`src/rtl/irqcap_pkg.sv`:
```
package irqcap_pkg;
  localparam int IRQ_LINES = 32;
  localparam int XLEN      = 32;
  localparam int NUM_SLOTS = 4;
  localparam int SLOT_W    = $clog2(NUM_SLOTS);

  typedef logic [IRQ_LINES-1:0] irq_vec_t;
  typedef logic [XLEN-1:0]      word_t;

  // pending update: captured bits leave, new requests join in the same edge
  function automatic irq_vec_t pending_next(irq_vec_t cur, irq_vec_t req, logic take);
    irq_vec_t kept;
    kept = take ? '0 : cur;
    return kept | req;
  endfunction

  // entry decision
  function automatic logic entry_ok(logic en, logic bnd, logic act, irq_vec_t pend);
    return en && bnd && !act && (|pend);
  endfunction
endpackage

```
`src/rtl/irq_request_merge.sv`:
```
module irq_request_merge
  import irqcap_pkg::*;
#(
  parameter int  LINES   = IRQ_LINES,
  parameter int  NUM_INT = 3,
  parameter bit  ENABLE  = 1'b1
) (
  input  logic [LINES-1:0]   ext_req,
  input  logic [NUM_INT-1:0] int_evt,
  output logic [LINES-1:0]   req_vec
);
  logic [LINES-1:0] merged;

  for (genvar n = 0; n < LINES; n++) begin : g_bit
    if (n < NUM_INT) begin : g_int
      assign merged[n] = ext_req[n] | int_evt[n];
    end else begin : g_ext
      assign merged[n] = ext_req[n];
    end
  end

  if (ENABLE) begin : g_on
    assign req_vec = merged;
  end else begin : g_off
    assign req_vec = '0;
  end
endmodule

```
`src/rtl/irq_pending_reg.sv`:
```
module irq_pending_reg
  import irqcap_pkg::*;
(
  input  logic     clk,
  input  logic     rst,
  input  irq_vec_t req_vec,
  input  logic     take,
  output irq_vec_t pending
);
  always_ff @(posedge clk) begin
    if (rst) pending <= '0;
    else     pending <= pending_next(pending, req_vec, take);
  end
endmodule

```
`src/rtl/irq_entry_ctrl.sv`:
```
module irq_entry_ctrl
  import irqcap_pkg::*;
#(
  parameter bit ENABLE = 1'b1
) (
  input  logic     clk,
  input  logic     rst,
  input  logic     boundary_stb,
  input  logic     ret_stb,
  input  irq_vec_t pending,
  output logic     take,
  output logic     active,
  output irq_vec_t eoi_q
);
  logic ret_ev;

  assign take   = entry_ok(ENABLE, boundary_stb, active, pending);
  assign ret_ev = ret_stb && active;

  always_ff @(posedge clk) begin
    if (rst) begin
      active <= 1'b0;
      eoi_q  <= '0;
    end else if (take) begin
      active <= 1'b1;
      eoi_q  <= pending;
    end else if (ret_ev) begin
      active <= 1'b0;
      eoi_q  <= '0;
    end
  end
endmodule

```
`src/rtl/irq_slot_bank.sv`:
```
module irq_slot_bank
  import irqcap_pkg::*;
(
  input  logic              clk,
  input  logic              rst,
  input  logic              take,
  input  word_t             ret_addr,
  input  irq_vec_t          cap_mask,
  input  logic              wr_en,
  input  logic [SLOT_W-1:0] wr_sel,
  input  word_t             wr_data,
  input  logic [SLOT_W-1:0] rd_sel,
  output word_t             rd_data,
  output word_t             slot0,
  output word_t             slot1
);
  word_t slots [NUM_SLOTS];

  for (genvar i = 0; i < NUM_SLOTS; i++) begin : g_slot
    logic sw_hit;
    assign sw_hit = wr_en && (wr_sel == SLOT_W'(i));
    if (i == 0) begin : g_addr
      always_ff @(posedge clk) begin
        if (rst)         slots[i] <= '0;
        else if (take)   slots[i] <= ret_addr;
        else if (sw_hit) slots[i] <= wr_data;
      end
    end else if (i == 1) begin : g_mask
      always_ff @(posedge clk) begin
        if (rst)         slots[i] <= '0;
        else if (take)   slots[i] <= word_t'(cap_mask);
        else if (sw_hit) slots[i] <= wr_data;
      end
    end else begin : g_tmp
      always_ff @(posedge clk) begin
        if (sw_hit) slots[i] <= wr_data;
      end
    end
  end

  assign rd_data = slots[rd_sel];
  assign slot0   = slots[0];
  assign slot1   = slots[1];
endmodule

```
`src/rtl/irq_capture_unit.sv`:
```
module irq_capture_unit
  import irqcap_pkg::*;
#(
  parameter bit ENABLE  = 1'b1,
  parameter int NUM_INT = 3
) (
  input  logic               clk,
  input  logic               rst,
  input  logic [IRQ_LINES-1:0] irq_ext,
  input  logic [NUM_INT-1:0] irq_int_evt,
  input  logic               boundary_stb,
  input  logic [XLEN-1:0]    next_pc,
  input  logic               ret_stb,
  output logic               take_irq,
  output logic               handler_active,
  output logic [IRQ_LINES-1:0] eoi,
  input  logic               reg_wr_en,
  input  logic [SLOT_W-1:0]  reg_wr_sel,
  input  logic [XLEN-1:0]    reg_wr_data,
  input  logic [SLOT_W-1:0]  reg_rd_sel,
  output logic [XLEN-1:0]    reg_rd_data
);
  irq_vec_t req_vec;
  irq_vec_t pending_q;
  word_t    ret_addr_q;
  word_t    cap_mask_q;

  irq_request_merge #(.LINES(IRQ_LINES), .NUM_INT(NUM_INT), .ENABLE(ENABLE)) u_merge (
    .ext_req (irq_ext),
    .int_evt (irq_int_evt),
    .req_vec (req_vec)
  );

  irq_pending_reg u_pend (
    .clk     (clk),
    .rst     (rst),
    .req_vec (req_vec),
    .take    (take_irq),
    .pending (pending_q)
  );

  irq_entry_ctrl #(.ENABLE(ENABLE)) u_ctrl (
    .clk          (clk),
    .rst          (rst),
    .boundary_stb (boundary_stb),
    .ret_stb      (ret_stb),
    .pending      (pending_q),
    .take         (take_irq),
    .active       (handler_active),
    .eoi_q        (eoi)
  );

  irq_slot_bank u_slots (
    .clk      (clk),
    .rst      (rst),
    .take     (take_irq),
    .ret_addr (next_pc),
    .cap_mask (pending_q),
    .wr_en    (reg_wr_en),
    .wr_sel   (reg_wr_sel),
    .wr_data  (reg_wr_data),
    .rd_sel   (reg_rd_sel),
    .rd_data  (reg_rd_data),
    .slot0    (ret_addr_q),
    .slot1    (cap_mask_q)
  );
endmodule

```
`config.mk`:
```
export PLATFORM = sky130hd
export DESIGN_NAME = irq_capture_unit
export DESIGN_NICKNAME = d
export VERILOG_FILES = /design/src/rtl/irqcap_pkg.sv /design/src/rtl/irq_request_merge.sv /design/src/rtl/irq_pending_reg.sv /design/src/rtl/irq_entry_ctrl.sv /design/src/rtl/irq_slot_bank.sv /design/src/rtl/irq_capture_unit.sv
export SDC_FILE = /design/constraint.sdc
export NUM_CORES = 1
export LEC_CHECK = 0
export ABC_AREA = 1
export CAP_MARGIN = 20
export CORE_MARGIN = 3
export CORE_UTILIZATION = 52
export CTS_CLUSTER_SIZE = 20
export DETAILED_ROUTE_END_ITERATION = 8
export PLACE_DENSITY = 0.8
export SYNTH_ARGS = -nofsm -noshare
export SYNTH_HDL_FRONTEND = slang
export SYNTH_HIERARCHICAL = 1
export SYNTH_SLANG_ARGS = --single-unit
```
`constraint.sdc`:
```
create_clock -name clk -period 4.7 [get_ports clk]
set_input_delay 0.94 -clock clk [delete_from_list [all_inputs] [get_ports clk]]
set_output_delay 0.94 -clock clk [all_outputs]
set_load 0.05 [all_outputs]
```
==> results.md, run 1 <==
Run:
- The number of maximum-capacitance constraint violations is 0.

Die:
- The vertical extent of the die is 138 um.
- The floorplan step defined a die boundary enclosing 0.0191 mm^2.
- The number of rows in the core area is 47.
- In this run the standard cell core region covers 0.0169 mm^2.
- Once the floorplan was initialized, standard cells occupied 53.9% of the core.
- The overall die width is 138 um.
- In this run the count of I/O pins placed on the die edge is 174.

GRT:
- The number of antenna violations at the first check in global routing is 2.
- The via count of the first global-routing pass was 7117.
- The first global-routing pass estimated 37200 um of wire.
- Entering global routing, the biggest net connects 69 pins.
- The aggregate global-route resource usage is 23.9%.
- The global-route congestion overflow total is 0.

STA:
- The final number of hold-violating endpoints is 0.
- The slew of the pin with the lowest slew margin is 894 ps.
- The highest clock rate is 0.262 GHz.
- The final setup violation count is 0.
- Measured against its own limit, the worst slew margin works out to 40.2%.
- After layout, the worst path uses 81.3% of the clock period.
- The final number of max-transition violations is 0.
- On the final layout, the worst clock skew is 7.34 ps.
- The clock period could shrink to 3820 ps.
- Hold timing on the final database bottoms out at a slack of 484 ps.
- The final sum of negative setup slack is 0 ps.
- Setup repair after global routing left no endpoint under its margin.

CTS:
- The count of buffers added by post-CTS timing repair for setup is 0.
- The number of buffers on the longest clock path is 2.
- The number of hold buffers added after CTS was 0.
- The clock tree from TritonCTS is done.
- After clock tree synthesis, the clock-pin slew on the worst setup and hold paths is 70 ps.
- The post-cts resize count is 0.
- The clock tree synthesis step divided the H-tree into 4 levels.
- Clock latency on the worst-skew pair, taken at its later pin, is 430 ps.
- The clock drives 193 sinks.
- The clock tree root driver cell is sky130_fd_sc_hd__clkbuf_16.
- The number of buffers added by the clock tree synthesis step is 17.

Hold path:
- The type of the worst min-delay path is reg2reg.
- The path with the worst hold slack has its endpoint at u_ctrl/eoi_q[21].
- Counting instances, the worst hold path has a depth of 2.
- The origin of the worst min-delay path is u_ctrl/eoi_q[21].

Synthesis:
- The average cell area after synthesis is 8.88 um^2.
- The proportion of netlist area held by the largest area contributor is 42.2%.
- The flip-flop and latch count after synthesis is 193.
- The number of cells produced by synthesis is 1025.
- Ranked by total cell area, the synthesized netlist is headed by sky130_fd_sc_hd__edfxtp_1 (42%), sky130_fd_sc_hd__dfxtp_1 (14%), sky130_fd_sc_hd__nand2_1 (13%), sky130_fd_sc_hd__nand4_1 (4.5%), sky130_fd_sc_hd__inv_1 (4.4%).
- The synthesized netlist occupies a cell area of 0.00910 mm^2.
- sky130_fd_sc_hd__edfxtp_1 takes more of the synthesized area than any other cell.
- When the netlist entered floorplanning its net count stood at 1133.
- For this run, the register share of the synthesized area comes to 56.5%.
- The total of warnings raised by yosys is 6.
- The number of unique standard cell types used by synthesis is 22.

Critical path:
- The worst setup path is of the in2out kind.
- The startpoint kind of the worst setup timing path is a primary input.
- The slack of the worst reg-to-reg path is 1610 ps.
- The delay of the slowest cell on the worst path is 810 ps.
- The data required time of the critical path is 3760 ps.
- The type of destination of the critical path is an output pin.
- The biggest fanout along the worst timing path is 63.
- For the worst flop-to-flop path, the logic depth is 10.
- The dominant delay contributor by cell family on the critical path is buffers and inverters.
- STA puts the critical path data arrival time at 2880 ps.
- The number of buffers and inverters on the critical path is 4.
- The endpoint identified for the worst register-to-register timing path is u_slots/slots[0][12].
- Walking the worst path, the cells encountered are clkdlybuf4s50_1 > inv_2 > buf_12 > nor2_1 > nand2_1 > nand2_1 > clkdlybuf4s50_1.
- The worst register-to-register path begins at u_pend/pending[18].
- The slowest stage cell on the critical path is sky130_fd_sc_hd__clkdlybuf4s50_1.

Drt:
- Wires add up to 23600 um.
- The routed via count divided by cell count is 5.42.
- The average wire per standard cell is 17.2 um.
- After detailed routing, the number of remaining DRC violations is 0.
- The detail route stage leaves a number of antenna-violating nets equal to 0.
- The number of DRC markers after the initial detailed-route iteration is 776.
- The detailed-router iteration count before antenna repair is 5.
- The number of vias after detailed routing is 7433.

Power and ir drop:
- The reported leakage power is 4.76 nW.
- The power per cell area is 358 mW/mm^2.
- IR analysis of the VDD net gives a maximum drop of 0.000277 V.

Placed design:
- The placed wire-length estimate after detailed placement is 15400 um.
- The routability-driven placement congestion ratio is 0.832.
- Buffers placed on the I/O ports in this run total 173.

Finish:
- In the final layout, the share of cells above drive strength 1 is 8.17%.
- 0 antenna diodes ended up in the layout.
- For this run, the post-layout net count is 1247.
- The most frequent standard cell in the layout excluding fill and tap cells is sky130_fd_sc_hd__nand2_1.
- The synthesis-to-finish area growth is 23.9%.
- In the layout the commonest cells are sky130_fd_sc_hd__nand2_1 (306), sky130_fd_sc_hd__clkdlybuf4s50_1 (170), sky130_fd_sc_hd__edfxtp_1 (128), sky130_fd_sc_hd__inv_1 (109), sky130_fd_sc_hd__nor2_1 (80).

Run status:
- The flow ran to the end, and the final reports show no timing, DRC or antenna violations.
==> cells by family after synthesis <==
logic type / synth area share, %
DFF: 56.5
buffers and inverters: 11.3
and+or+nand+nor: 24.5
AOI/OAI and AO/OA: 7.68
==> metrics by stage <==
stage | std cells | total power [W] | area, um^2 | util, % | worst slack, ps
after global routing | 1371 | 0.00417 | 11300 | 66.8 | 829
after detailed placement | 1339 | 0.00269 | 10700 | 63.3 | 921
after floorplan | 1025 | 0.00243 | 9100 | - | 686
after global placement | 1339 | 0.00267 | 10700 | 63.3 | 956
final | 1371 | 0.00404 | 11300 | 66.8 | 877
after CTS | 1370 | 0.00405 | 11200 | 66.7 | 919
==> flip-flops by register name, indices dropped and copies added (netlist names) <==
signal          flops
u_slots/slots     128
u_ctrl/active       1
u_pend/pending     32
u_ctrl/eoi_q       32
==> metal layers <==
metal | GRT usage [%] | share of wire [%]
met5 | 0 | 0.093
met4 | 6.92 | 1.2
met3 | 5.39 | 8.4
met2 | 37.2 | 47
met1 | 34.0 | 44
==> Yosys cell counts <==
master,instances
sky130_fd_sc_hd__nand2_1,306
sky130_fd_sc_hd__edfxtp_1,128
sky130_fd_sc_hd__inv_1,107
sky130_fd_sc_hd__nor2_1,81
sky130_fd_sc_hd__dfxtp_1,65
sky130_fd_sc_hd__nand4_1,65
sky130_fd_sc_hd__nand3_1,64
sky130_fd_sc_hd__buf_4,41
sky130_fd_sc_hd__a21oi_1,35
sky130_fd_sc_hd__o211ai_1,32
sky130_fd_sc_hd__a21oi_2,30
sky130_fd_sc_hd__buf_2,30
sky130_fd_sc_hd__clkbuf_1,18
sky130_fd_sc_hd__buf_6,7
sky130_fd_sc_hd__inv_2,4
sky130_fd_sc_hd__nor2_2,4
sky130_fd_sc_hd__buf_1,2
sky130_fd_sc_hd__nor3_1,2
sky130_fd_sc_hd__nand2_2,1
sky130_fd_sc_hd__nor2_4,1
sky130_fd_sc_hd__o21ai_0,1
sky130_fd_sc_hd__o21ai_4,1
==> power by group <==
part | switching [W] | total, W | leakage [nW] | internal (W)
combinational | 0.000434 | 0.000677 | 2.64 | 0.000244
clock | 0.000588 | 0.00138 | 0.293 | 0.000796
sequential | 0.0000525 | 0.00198 | 1.83 | 0.00193
total | 0.00107 | 0.00404 | 4.76 | 0.00297
==> worst register-to-register path, cell delays in order (launching register included) <==
cell and delay [ps]:
sky130_fd_sc_hd__dfxtp_1 350, sky130_fd_sc_hd__nor2_1 110, sky130_fd_sc_hd__nand2_1 100, sky130_fd_sc_hd__nor2_2 150, sky130_fd_sc_hd__nand2_2 80, sky130_fd_sc_hd__o21ai_4 720, sky130_fd_sc_hd__inv_1 300, sky130_fd_sc_hd__nor2_4 380
sky130_fd_sc_hd__buf_4 390, sky130_fd_sc_hd__nand4_1 170, sky130_fd_sc_hd__nand2_1 180
==> worst max path at each step <==
stage / start / end / slack, ps / cells past startpoint
floorplan: reg_wr_sel[0] / u_slots/slots[2][0] / 690 / 3
global route: reg_rd_sel[1] / reg_rd_data[15] / 830 / 6
detailed placement: reg_rd_sel[1] / reg_rd_data[15] / 920 / 6
CTS: reg_rd_sel[1] / reg_rd_data[15] / 920 / 6
finish: reg_rd_sel[1] / reg_rd_data[16] / 880 / 7
global placement: reg_rd_sel[1] / reg_rd_data[15] / 960 / 6
==> area by class of cell <==
class                   count  area, um^2
multi-input cells         623        2950
well taps                 220         275
clock inverters             5        23.8
repair buffers            193        1920
fillers                  1330        5600
inverters                 111         417
clock buffers              26         546
flip-flops and latches    193        5140
Note: power is estimated with default switching activity, not from simulation.
==> inputs of run 2 (changes only) <==
--- a/config.mk
+++ b/config.mk
@@ -8,10 +8,10 @@
 export ABC_AREA = 1
 export CAP_MARGIN = 20
 export CORE_MARGIN = 3
-export CORE_UTILIZATION = 52
+export CORE_UTILIZATION = 47
 export CTS_CLUSTER_SIZE = 20
 export DETAILED_ROUTE_END_ITERATION = 8
-export PLACE_DENSITY = 0.8
+export PLACE_DENSITY = 0.76
 export SYNTH_ARGS = -nofsm -noshare
 export SYNTH_HDL_FRONTEND = slang
 export SYNTH_HIERARCHICAL = 1
==> constraint.sdc (replaced) <==
create_clock -name clk -period 3.4 [get_ports clk]
set_input_delay 0.68 -clock clk [delete_from_list [all_inputs] [get_ports clk]]
set_output_delay 0.68 -clock clk [all_outputs]
set_load 0.05 [all_outputs]
==> run 2 against run 1 <==
Setup slack got worse by 140 ps. Flip-flop and latch count did not move. Combinational power rose by 54%. Clock power grew 36%. Final area up 3.6%. Count of clock-buffer cells in the layout is 4 lower. Utilization fell by 5.0 points. Sequential power grew 38%. Hold slack improved by 2.1 ps. Sequential share of layout area shrank 1.6 points. Critical path depth down 1. Clock skew rose by 4.1 ps. Critical path type unchanged. Critical endpoint is now reg_rd_data[13].
==> results.md, run 2 (synthesis results as in run 1) <==
Critical path:
- The worst reg2reg path depth came to 10 (unchanged).
- The worst setup path is launched from a primary input.
- The number of cells on the critical path is 6 (-1).
- The number of buffers and inverters on the critical path is 4 (unchanged).
- Walking the worst path, the cells encountered are clkdlybuf4s50_1 > inv_2 > buf_12 > o211ai_1 > nand2_1 > buf_12.
- The cell family contributing the most delay on the critical path is buffers and inverters.
- The worst setup path category is in2out.
- The data required time of the critical path is 2720 ps (-1040 ps).
- In this run the critical register-to-register path is captured at u_slots/slots[1][9].
- The slack of the worst reg-to-reg path came to 870 ps (-740 ps).
- Tracing the worst setup path back leads to its startpoint at reg_rd_sel[1].
- The worst setup path is captured at an output pin.
- The data arrival time of the critical path is 1980 ps (-900 ps).
- The cell repeated most along the worst path is sky130_fd_sc_hd__buf_12.
- The slowest stage of the critical path belongs to the cell sky130_fd_sc_hd__clkdlybuf4s50_1.
- The biggest fanout along the worst timing path came to 63 (unchanged).
- The delay of the slowest cell on the worst path was 430 ps (-380 ps).
- The critical path ends at reg_rd_data[13].
- The launch point of the worst reg-to-reg path is u_pend/pending[24].

STA:
- The final period demand of the worst path is 2660 ps.
- The slew of the pin with the lowest slew margin came to 854 ps (-40.0 ps).
- The final sum of negative setup slack is 0 ps (unchanged).
- The final setup violation count was 0 (unchanged).
- Timing would allow up to 0.376 GHz.
- The final setup skew came to 11.5 ps (+4.13 ps).
- The worst slew margin relative to its limit is 43.1% (+2.9 points).
- The final number of max-transition violations is 0 (unchanged).
- The final period utilization is 78.2%.
- Setup repair after global routing left no endpoint under its margin.
- The final number of hold-violating endpoints was 0 (unchanged).

CTS:
- The clock sink count was 193 (unchanged).
- The post-cts resize count is 0 (unchanged).
- The clock tree root driver cell is sky130_fd_sc_hd__clkbuf_16.
- The clock tree from TritonCTS is done.
- The clock insertion delay at the later pin of the skew report was 420 ps (about the same).
- The count of hold buffers inserted by post-cts repair was 0 (unchanged).
- The clock-pin slew of the registers on the worst-case setup and hold paths was 70 ps (about the same).
- The number of buffers added by the clock tree synthesis step was 17 (unchanged).
- The H-tree depth is 4 (unchanged).
- The number of buffers on the longest clock path came to 2 (unchanged).
- The count of buffers added by post-CTS timing repair for setup is 0 (unchanged).

GRT:
- The aggregate global-route resource usage was 21.5% (-2.4 points).
- The via count of the first global-routing pass is 6841 (-3.9%).
- The first-pass GRT wire length is 36400 um (-2.0%).
- The number of antenna violations at the first check in global routing is 2 (unchanged).
- The global-route congestion overflow total is 0 (unchanged).
- The largest net degree at the start of global routing came to 81 (+17%).

Power and ir drop:
- The net switching component of the power is 0.00152 W (+42%).
- The power per cell area is 484 mW/mm^2 (+35%).
- The part of the power in registers is 48.4% (-0.6 points).
- The switching share of power came to 26.9% (+0.31 points).
- The reported leakage power was 4.93 nW (+3.6%).
- The internal cell power is 0.00414 W (+39%).
- The part of the power in the clock network is 33.2% (-1.0 points).
- The peak supply drop is 0.000337 V (+21%).
- The combinational share of power is 18.4% (+1.6 points).

Die:
- The overall die width came to 145 um (+5.0%).
- The number of ports placed on the die boundary came to 174 (unchanged).
- The number of rows in the core area was 50 (+6.4%).
- The initial core utilization is 48.2% (-5.8 points).
- The area of the core is 0.0189 mm^2 (+12%).
- The vertical extent of the die is 145 um (+5.0%).
- The die area is 0.0211 mm^2 (+10%).

Finish:
- The most flop-heavy register is u_slots/slots.
- The total inserted antenna cells came to 0 (unchanged).
- The synthesis-to-finish area growth is 28.3%.
- The largest registers in the layout are u_slots/slots x128, u_ctrl/eoi_q x32, u_pend/pending x32.
- Leaving out fill and tap cells, the most frequent cells in the layout are sky130_fd_sc_hd__nand2_1 (306), sky130_fd_sc_hd__clkdlybuf4s50_1 (138), sky130_fd_sc_hd__edfxtp_1 (128), sky130_fd_sc_hd__inv_1 (107), sky130_fd_sc_hd__nor2_1 (80).
- The share of post-route cells with drive strength above 1 was 11.1% (+2.9 points).
- The number of flip-flops in the largest register is 128 (unchanged).
- Leaving out fill and tap cells, the most frequent cell in the layout is sky130_fd_sc_hd__nand2_1.
- The final net count is 1249 (+0.16%).
- The count of placed standard cells in the final layout, fillers left out is 1414 (+3.1%).

Drt:
- The number of vias after detailed routing is 7194 (-3.2%).
- The highest layer touched by signal routing is met5.
- The wire length reported by the detailed router is 22900 um (-3.1%).
- The detailed-router iteration count before antenna repair is 5 (unchanged).
- The post-route antenna net violation count is 0 (unchanged).
- The sum of met3 wire segment lengths after detailed routing is 1600 um (-20%).
- The number of DRC markers after the initial detailed-route iteration is 531 (-32%).
- The residual DRC count is 0 (unchanged).
- The length of routed met2 wiring is 10800 um (-1.9%).
- The wire length on met1 is 10100 um (-1.4%).
- The routed via count divided by cell count was 5.09 (-6.2%).
- The average wire per standard cell is 16.2 um (-6.0%).

Placed design:
- The routability-driven placement congestion ratio was 0.816 (-1.9%).
- The cell count after placement came to 1382 (+3.2%).
- The placed wire-length estimate after detailed placement came to 15500 um (+0.80%).
- The number of I/O port buffers is 173 (unchanged).

Run:
- The number of maximum-capacitance constraint violations is 0 (unchanged).

Hold path:
- The worst hold path belongs to the class reg2reg.

Run status:
- The run finished with clean final reports.
-- run 2: stage by stage --
step	power (W)	worst slack (ps)	util, %	instance area, um^2	hold slack [ps]
finish	0.00566	742	61.8	11700	486
floorplan	0.00337	213	-	9110	462
CTS	0.00569	744	61.8	11700	489
global placement	0.00382	657	58.9	11100	468
detailed placement	0.00383	603	58.9	11100	475
global route	0.00587	655	61.8	11700	513
-- run 2: power groups by stage --
| stage | registers, W | clock network (W) | logic (W) |
|---|---|---|---|
| 3_5_place_dp | 0.00279 | 0 | 0.00104 |
| 3_3_place_gp | 0.00279 | 0 | 0.00103 |
| 2_1_floorplan | 0.00283 | 0 | 0.000536 |
| 6_report | 0.00274 | 0.00188 | 0.00104 |
| 4_1_cts | 0.00274 | 0.00190 | 0.00105 |
| 5_1_grt | 0.00275 | 0.00200 | 0.00112 |
-- run 2: layout make-up --
cell class                      instances  area (um^2)
Inverter                              111          417
Timing Repair Buffer                  195         2280
Fill cell                            1582         7210
Sequential cell                       193         5140
Clock buffer                           22          464
Multi-Input combinational cell        623         2970
Clock inverter                         10         83.8
Tap cell                              260          325
-- run 2: worst reg2reg max path, cell delays in order (launching register included) --
cell,delay [ps]
sky130_fd_sc_hd__dfxtp_1,380
sky130_fd_sc_hd__nor2_1,120
sky130_fd_sc_hd__nand2_1,70
sky130_fd_sc_hd__nor2_1,150
sky130_fd_sc_hd__nand2_1,110
sky130_fd_sc_hd__o21ai_4,130
sky130_fd_sc_hd__inv_1,140
sky130_fd_sc_hd__nor2_4,460
sky130_fd_sc_hd__buf_4,550
sky130_fd_sc_hd__nand4_1,180
sky130_fd_sc_hd__nand2_1,100
-- run 2: per-layer routing --
metal	vias up	GRT usage, %
met1	3341	30.1
met5	-	0
met2	242	34.2
met3	22	4.34
met4	4	6.22
li1	3585	-
-- run 2: how the worst min path moves through the flow --
stage	slack (ps)	end	cells past startpoint	start
final	490	u_ctrl/eoi_q[7]	2	u_ctrl/eoi_q[7]
after global placement	470	u_ctrl/eoi_q[26]	2	u_ctrl/eoi_q[26]
after global routing	510	u_ctrl/eoi_q[21]	2	u_ctrl/eoi_q[21]
after CTS	490	u_ctrl/eoi_q[7]	2	u_ctrl/eoi_q[7]
after floorplan	460	u_pend/pending[29]	2	u_pend/pending[29]
after detailed placement	470	u_ctrl/eoi_q[31]	2	u_ctrl/eoi_q[31]
